$ cat src/rtl/tunnel_encap_pkg.sv
package tunnel_encap_pkg;

  localparam int MAC_W   = 48;
  localparam int ETYPE_W = 16;
  localparam int SHIM_W  = 32;
  localparam int FILL_W  = 16;

  typedef enum logic [2:0] {
    ST_IDLE = 3'd0,
    ST_HDR0 = 3'd1,
    ST_HDR1 = 3'd2,
    ST_HDR2 = 3'd3,
    ST_HDR3 = 3'd4,
    ST_HDR4 = 3'd5,
    ST_BODY = 3'd6,
    ST_TAIL = 3'd7
  } enc_state_e;

endpackage

$ cat src/rtl/encap_hdr_gen.sv
module encap_hdr_gen
  import tunnel_encap_pkg::*;
#(
  parameter int WORD_W = 32
) (
  input  enc_state_e           state,
  input  logic [MAC_W-1:0]     dst_mac,
  input  logic [MAC_W-1:0]     src_mac,
  input  logic [ETYPE_W-1:0]   tun_type,
  input  logic [SHIM_W-1:0]    shim,
  output logic [WORD_W-1:0]    hdr_word
);

  localparam int HDR_BITS = 2*MAC_W + ETYPE_W + SHIM_W + FILL_W;
  localparam int N_WORDS  = HDR_BITS / WORD_W;

  logic [HDR_BITS-1:0] hdr_vec;
  logic [WORD_W-1:0]   words [N_WORDS];

  assign hdr_vec = {dst_mac, src_mac, tun_type, shim, {FILL_W{1'b0}}};

  generate
    for (genvar k = 0; k < N_WORDS; k++) begin : g_slice
      assign words[k] = hdr_vec[HDR_BITS-1-k*WORD_W -: WORD_W];
    end
  endgenerate

  always_comb begin
    case (state)
      ST_HDR0: hdr_word = words[0];
      ST_HDR1: hdr_word = words[1];
      ST_HDR2: hdr_word = words[2];
      ST_HDR3: hdr_word = words[3];
      ST_HDR4: hdr_word = words[4];
      default: hdr_word = '0;
    endcase
  end

endmodule

$ cat src/rtl/encap_ctrl.sv
module encap_ctrl
  import tunnel_encap_pkg::*;
#(
  parameter int WORD_W = 32,
  parameter int CNT_W  = 3
) (
  input  logic             clk,
  input  logic             rst_n,
  input  logic             cfg_align_pad,
  input  logic             in_valid,
  input  logic             in_sof,
  input  logic             in_eof,
  input  logic [CNT_W-1:0] in_bytes,
  input  logic             out_ready,
  output enc_state_e       state,
  output logic             pad_q,
  output logic [CNT_W-1:0] tail_cnt,
  output logic             in_ready,
  output logic             in_fire,
  output logic             out_valid
);

  localparam logic [CNT_W-1:0] HALF_BYTES = CNT_W'(WORD_W / 16);

  enc_state_e       state_q, state_d;
  logic             pad_en, pad_d;
  logic             tail_en;
  logic [CNT_W-1:0] tail_q, tail_d;

  assign state    = state_q;
  assign tail_cnt = tail_q;

  always_comb begin
    in_ready  = 1'b0;
    out_valid = 1'b0;
    case (state_q)
      ST_IDLE: in_ready = in_valid & ~in_sof;
      ST_HDR0, ST_HDR1, ST_HDR2, ST_HDR3, ST_HDR4: out_valid = 1'b1;
      ST_BODY: begin
        in_ready  = out_ready;
        out_valid = in_valid;
      end
      ST_TAIL: out_valid = 1'b1;
      default: ;
    endcase
  end

  assign in_fire = in_valid & in_ready;

  always_comb begin
    state_d = state_q;
    pad_en  = 1'b0;
    pad_d   = pad_q;
    tail_en = 1'b0;
    tail_d  = tail_q;
    case (state_q)
      ST_IDLE: if (in_valid && in_sof) begin
        state_d = ST_HDR0;
        pad_en  = 1'b1;
        pad_d   = cfg_align_pad;
      end
      ST_HDR0: if (out_ready) state_d = ST_HDR1;
      ST_HDR1: if (out_ready) state_d = ST_HDR2;
      ST_HDR2: if (out_ready) state_d = ST_HDR3;
      ST_HDR3: if (out_ready) state_d = pad_q ? ST_HDR4 : ST_BODY;
      ST_HDR4: if (out_ready) state_d = ST_BODY;
      ST_BODY: if (in_fire && in_eof) begin
        if (!pad_q && (in_bytes > HALF_BYTES)) begin
          state_d = ST_TAIL;
          tail_en = 1'b1;
          tail_d  = in_bytes - HALF_BYTES;
        end else begin
          state_d = ST_IDLE;
        end
      end
      ST_TAIL: if (out_ready) state_d = ST_IDLE;
      default: state_d = ST_IDLE;
    endcase
  end

  always_ff @(posedge clk or negedge rst_n) begin
    if (!rst_n) begin
      state_q <= ST_IDLE;
      pad_q   <= 1'b0;
      tail_q  <= '0;
    end else begin
      state_q <= state_d;
      if (pad_en)  pad_q  <= pad_d;
      if (tail_en) tail_q <= tail_d;
    end
  end

endmodule

$ cat src/rtl/encap_datapath.sv
module encap_datapath
  import tunnel_encap_pkg::*;
#(
  parameter int WORD_W = 32,
  parameter int CNT_W  = 3
) (
  input  logic               clk,
  input  logic               rst_n,
  input  enc_state_e         state,
  input  logic               pad_q,
  input  logic [WORD_W-1:0]  hdr_word,
  input  logic [WORD_W/2-1:0] shim_lo,
  input  logic [WORD_W-1:0]  in_data,
  input  logic               in_eof,
  input  logic [CNT_W-1:0]   in_bytes,
  input  logic               in_fire,
  input  logic [CNT_W-1:0]   tail_cnt,
  input  logic               out_ready,
  output logic [WORD_W-1:0]  out_data,
  output logic               out_sof,
  output logic               out_eof,
  output logic [CNT_W-1:0]   out_bytes
);

  localparam int               HALF_W     = WORD_W / 2;
  localparam logic [CNT_W-1:0] FULL_BYTES = CNT_W'(WORD_W / 8);
  localparam logic [CNT_W-1:0] HALF_BYTES = CNT_W'(WORD_W / 16);

  logic              hold_en;
  logic [HALF_W-1:0] hold_q, hold_d;

  always_comb begin
    hold_en = 1'b0;
    hold_d  = hold_q;
    if (state == ST_HDR3 && out_ready) begin
      hold_en = 1'b1;
      hold_d  = shim_lo;
    end else if (state == ST_BODY && in_fire) begin
      hold_en = 1'b1;
      hold_d  = in_data[HALF_W-1:0];
    end
  end

  always_ff @(posedge clk or negedge rst_n) begin
    if (!rst_n)       hold_q <= '0;
    else if (hold_en) hold_q <= hold_d;
  end

  always_comb begin
    out_data  = '0;
    out_sof   = 1'b0;
    out_eof   = 1'b0;
    out_bytes = FULL_BYTES;
    case (state)
      ST_HDR0, ST_HDR1, ST_HDR2, ST_HDR3, ST_HDR4: begin
        out_data = hdr_word;
        out_sof  = (state == ST_HDR0);
      end
      ST_BODY: begin
        if (pad_q) begin
          out_data = in_data;
          out_eof  = in_eof;
          if (in_eof) out_bytes = in_bytes;
        end else begin
          out_data = {hold_q, in_data[WORD_W-1:HALF_W]};
          if (in_eof && (in_bytes <= HALF_BYTES)) begin
            out_eof   = 1'b1;
            out_bytes = in_bytes + HALF_BYTES;
          end
        end
      end
      ST_TAIL: begin
        out_data  = {hold_q, {HALF_W{1'b0}}};
        out_eof   = 1'b1;
        out_bytes = tail_cnt;
      end
      default: out_bytes = '0;
    endcase
  end

endmodule

$ cat src/rtl/tunnel_encap.sv
module tunnel_encap
  import tunnel_encap_pkg::*;
#(
  parameter int WORD_W = 32,
  parameter int CNT_W  = 3
) (
  input  logic               clk,
  input  logic               rst_n,
  input  logic [47:0]        cfg_dst_mac,
  input  logic [47:0]        cfg_src_mac,
  input  logic [15:0]        cfg_tun_type,
  input  logic [31:0]        cfg_shim,
  input  logic               cfg_align_pad,
  input  logic               in_valid,
  output logic               in_ready,
  input  logic [WORD_W-1:0]  in_data,
  input  logic               in_sof,
  input  logic               in_eof,
  input  logic [CNT_W-1:0]   in_bytes,
  output logic               out_valid,
  input  logic               out_ready,
  output logic [WORD_W-1:0]  out_data,
  output logic               out_sof,
  output logic               out_eof,
  output logic [CNT_W-1:0]   out_bytes
);

  localparam int SYNC_STAGES = 2;

  logic [SYNC_STAGES-1:0] rst_sync_q;
  logic                   rst_int_n;

  always_ff @(posedge clk or negedge rst_n) begin
    if (!rst_n) rst_sync_q <= '0;
    else        rst_sync_q <= {rst_sync_q[SYNC_STAGES-2:0], 1'b1};
  end
  assign rst_int_n = rst_sync_q[SYNC_STAGES-1];

  enc_state_e       state;
  logic             pad_q;
  logic [CNT_W-1:0] tail_cnt;
  logic             in_fire;
  logic [WORD_W-1:0] hdr_word;

  encap_ctrl #(.WORD_W(WORD_W), .CNT_W(CNT_W)) u_ctrl (
    .clk           (clk),
    .rst_n         (rst_int_n),
    .cfg_align_pad (cfg_align_pad),
    .in_valid      (in_valid),
    .in_sof        (in_sof),
    .in_eof        (in_eof),
    .in_bytes      (in_bytes),
    .out_ready     (out_ready),
    .state         (state),
    .pad_q         (pad_q),
    .tail_cnt      (tail_cnt),
    .in_ready      (in_ready),
    .in_fire       (in_fire),
    .out_valid     (out_valid)
  );

  encap_hdr_gen #(.WORD_W(WORD_W)) u_hdr (
    .state    (state),
    .dst_mac  (cfg_dst_mac),
    .src_mac  (cfg_src_mac),
    .tun_type (cfg_tun_type),
    .shim     (cfg_shim),
    .hdr_word (hdr_word)
  );

  encap_datapath #(.WORD_W(WORD_W), .CNT_W(CNT_W)) u_dp (
    .clk       (clk),
    .rst_n     (rst_int_n),
    .state     (state),
    .pad_q     (pad_q),
    .hdr_word  (hdr_word),
    .shim_lo   (cfg_shim[WORD_W/2-1:0]),
    .in_data   (in_data),
    .in_eof    (in_eof),
    .in_bytes  (in_bytes),
    .in_fire   (in_fire),
    .tail_cnt  (tail_cnt),
    .out_ready (out_ready),
    .out_data  (out_data),
    .out_sof   (out_sof),
    .out_eof   (out_eof),
    .out_bytes (out_bytes)
  );

endmodule

$ cat config.mk
export PLATFORM = sky130hd
export DESIGN_NAME = tunnel_encap
export DESIGN_NICKNAME = d
export VERILOG_FILES = /design/src/rtl/tunnel_encap_pkg.sv /design/src/rtl/encap_hdr_gen.sv /design/src/rtl/encap_ctrl.sv /design/src/rtl/encap_datapath.sv /design/src/rtl/tunnel_encap.sv
export SDC_FILE = /design/constraint.sdc
export NUM_CORES = 1
export LEC_CHECK = 0
export BUFFER_PORTS_ARGS = -buffer_cell sky130_fd_sc_hd__buf_2
export CORE_MARGIN = 5
export CORE_UTILIZATION = 48
export DETAILED_ROUTE_END_ITERATION = 7
export PLACE_DENSITY = 0.95
export SETUP_SLACK_MARGIN = 0.1
export SKIP_LAST_GASP = 1
export SLEW_MARGIN = 0
export SYNTH_ARGS = -nofsm -noshare
export SYNTH_HDL_FRONTEND = slang
export SYNTH_HIERARCHICAL = 1
export SYNTH_SLANG_ARGS = --single-unit
$ cat constraint.sdc
create_clock -name clk -period 6.51 [get_ports clk]
set_clock_uncertainty 0.15 [all_clocks]
set_input_delay 0 -clock clk [delete_from_list [all_inputs] [get_ports clk]]
set_output_delay 0 -clock clk [all_outputs]
set_load 0.05 [all_outputs]
==> flow_metrics.env <==
export IMPL_status="finished clean"
export IMPL_post_cts_buffers=0
export IMPL_crit_slowest_cell="and4b_1"
export IMPL_finalHoldViolations=0
export IMPL_clk_path_buf_depth=2
export IMPL_cpPeakStageDelay_ns=1.16
export IMPL_cts_buffers=3
export IMPL_die_w_um=97.2
export IMPL_synth_top_area_share_pct=17.2
export IMPL_avgRoutedWirePerCell_um=20.8
export IMPL_die_height_um=97.2
export IMPL_ff2ff_setup_slack_ns=3.15
export IMPL_leakage_uw=0.00263
export IMPL_hpwl_mm=11.5
export IMPL_routed_wl_mm=15.8
export IMPL_avgSynthCellArea_um2=8.38
export IMPL_setup_worst_path_start="u_ctrl/state[1]$_DFFE_PN0P_"
export IMPL_power_total_uw=2740
export IMPL_power_share_clock_pct=3.8
export IMPL_worstPathMaxFanout=47
export IMPL_cts_tree="yes"
export IMPL_layout_drive_gt1_share_pct=44.3
export IMPL_cp_depth=5
export IMPL_area_delta_synth_final_pct=40.4
export IMPL_drt_iter0_markers=626
export IMPL_cts_sinks=25
export IMPL_io_buffers=224
export IMPL_gp_congestion=0.956
export IMPL_core_area_um2=7330
export IMPL_swShare_pct=62.0
export IMPL_first_pass_iters=7
export IMPL_r2r_end="u_dp/hold_q[8]$_DFFE_PN0P_"
export IMPL_netlist_instances=435
export IMPL_holdCritPathClass="primary input to flop"
export IMPL_rsz0062_at_grt="no"
export IMPL_clkLatencyLatePin_ns=0.28
export IMPL_setup_tns_ns=0
export IMPL_synth_edff_count=0
export IMPL_p_int_uw=1040
export IMPL_cp_endpoint="out_data[2]"
export IMPL_syn_area_um2=3650
export IMPL_worstPathArrival_ns=3.54
export IMPL_viasPerCell=6.31
export IMPL_clk_pin_slew_ns=0.11
export IMPL_async_flop_share_pct=100
export IMPL_yosys_warnings=6
export IMPL_synth_cell_types=50
export IMPL_grt_start_max_net_pins=61
export IMPL_critPathBufInv=2
export IMPL_cp_end_kind="output port"
export IMPL_power_frac_seq_pct=12.5
export IMPL_root_buffer="clkbuf_8"
export IMPL_finalCriticalPeriod_ns=3.69
export IMPL_grt_util_all_layers_pct=31.3
export IMPL_synthTopCellsByArea="dfrtp_1 17%, mux2i_1 9.3%, mux2_2 9.3%"
export IMPL_overflow=0
export IMPL_startpoint_type="flop"
export IMPL_ys_seq_area_share_pct=17.2
export IMPL_hold_start="out_ready"
export IMPL_maxSlewViolCount=0
export IMPL_antenna_found_initial=0
export IMPL_final_util_pct=69.8
export IMPL_slew_headroom_pct=11.2
export IMPL_setup_viol=0
export IMPL_fin_cells=761
export IMPL_syn_nets=623
export IMPL_ant_nets=0
export IMPL_reg2reg_depth=4
export IMPL_start_util_pct=49.7
export IMPL_power_switching_uw=1700
export IMPL_worstReg2RegStart="u_ctrl/state[1]$_DFFE_PN0P_"
export IMPL_h_tree_depth=1
export IMPL_dieArea_um2=9440
export IMPL_fin_crit_sh_pct=56.7
export IMPL_drv_cap=0
export IMPL_yosysTopAreaCell="dfrtp_1"
export IMPL_layout_nets=851
export IMPL_required_ns=6.36
export IMPL_max_vdd_ir_drop_uv=307
export IMPL_p_per_area_nw_per_um2=536
export IMPL_crit_family="simple AND/OR/NAND/NOR gates"
export IMPL_ios=225
export IMPL_max_slew_worst_pin_slew_ns=1.33
export IMPL_dp_cells=718
export IMPL_p_comb_share_pct=83.7
export IMPL_antenna_cells=0
export IMPL_drc=0
export IMPL_crit_type="flop to output port"
export IMPL_ys_ff_latch=25
export IMPL_num_vias=4799
export IMPL_num_rows=31
export IMPL_grt_pass1_vias=4874
export IMPL_synthFlopType="dfrtp_1"
export IMPL_cp_cell_sequence="buf_4 > and4b_1 > a222oi_1 > nor2_1 > buf_2"
export IMPL_grt_pass1_wl_mm=24.4
export IMPL_clock_fmax_mhz=271
-- metal layers --
metal  part of all wire (%)  vias to the layer above  global-route usage, %
li1                       -                     2106                      -
met1                     36                     2196                   36.8
met2                     48                      402                   53.3
met3                     10                       95                   5.60
met4                    5.8                        0                   17.7
met5                      0                        -                      0
-- synth_stat cells, types with 13 or more instances --
master and count:
nand2_1 45, nor2_1 35, mux2i_1 34, mux2_2 30, dfrtp_1 25, clkbuf_1 20
mux2_4 20, nand2b_1 19, nor2b_1 17, o21ai_0 17, o221ai_1 17, a221o_1 16
a222oi_1 16, nand3_1 14, buf_2 13
-- timing repair --
item / in CTS / in global routing
hold endpoints to repair: 22 / 0
gates resized for setup: 0 / 0
hold buffers: 39 / 0
-- sequential cells by signal (all words and copies together), names as in the netlist --
register / cells
rst_sync_q: 2
u_ctrl/state: 3
u_ctrl/pad_q: 1
u_ctrl/tail_cnt: 3
u_dp/hold_q: 16
-- cell type report --
cell class | instances | area (um2)
Tap cell | 99 | 124
Clock inverter | 1 | 7.51
Inverter | 10 | 37.5
Multi-Input combinational cell | 356 | 2740
Sequential cell | 25 | 629
Timing Repair Buffer | 267 | 1540
Clock buffer | 3 | 41.3
Fill cell | 586 | 2210
-- through the flow --
stage / worst slack, ns / hold WS, ns / cell area (um2)
floorplan: 3.96 / -0.446 / 3650
global placement: 3.35 / -0.365 / 4680
detailed placement: 3.27 / -0.364 / 4680
CTS: 2.95 / 0.0222 / 5120
global route: 2.67 / 0.0607 / 5120
finish: 2.82 / 0.0289 / 5120
-- worst min-delay path by stage --
stage	cells past startpoint	end	slack, ns
floorplan	0	rst_sync_q[0]$_DFF_PN0_	-0.45
detailed placement	1	rst_sync_q[1]$_DFF_PN0_	-0.36
finish	3	u_ctrl/state[2]$_DFFE_PN0P_	0.03
CTS	3	u_ctrl/state[2]$_DFFE_PN0P_	0.02
global route	3	u_ctrl/state[2]$_DFFE_PN0P_	0.06
global placement	1	rst_sync_q[1]$_DFF_PN0_	-0.37
-- cell usage in the layout, fill, tap and decap left out, types with 9 or more instances in the layout --
| cell | count |
|---|---|
| nand2b_1 | 19 |
| nand2_1 | 45 |
| dlygate4sd3_1 | 39 |
| nor2_1 | 35 |
| a32oi_1 | 10 |
| nand4_1 | 9 |
| mux2i_1 | 34 |
| dfrtp_1 | 24 |
| inv_1 | 10 |
| and3_1 | 10 |
| nand3_1 | 14 |
| mux2_4 | 20 |
| nor2b_1 | 17 |
| a221o_1 | 16 |
| buf_2 | 224 |
| a222oi_1 | 16 |
| mux2_2 | 30 |
| o221ai_1 | 17 |
| o21ai_0 | 17 |
-- cells by family (layout without fill, tap and decap cells) --
group	after synthesis	after routing	synth area share, %
and+or+nand+nor	175	175	25.9
adders and majority gates	2	2	0.686
muxes	86	86	27.5
AOI/OAI and AO/OA	92	92	20.8
DFF	25	25	17.2
buffers and inverters	54	281	7.86
other	1	1	0.103
-- worst reg2reg max path, stage by stage, from the launching register on --
cell and delay [ns]:
dfrtp_4 0.74, and4bb_1 1.10, mux2_2 0.43, dlygate4sd3_1 0.57
mux2_2 0.27
-- power groups by stage --
stage                     Clock, uW  Sequential [uW]  Combinational, uW
after floorplan                   0              281               1800
after global placement            0              335               2150
after detailed placement          0              341               2210
after CTS                      99.9              338               2250
after global routing            110              356               2390
final                           103              343               2300
Power figures use the tool's default switching activity.
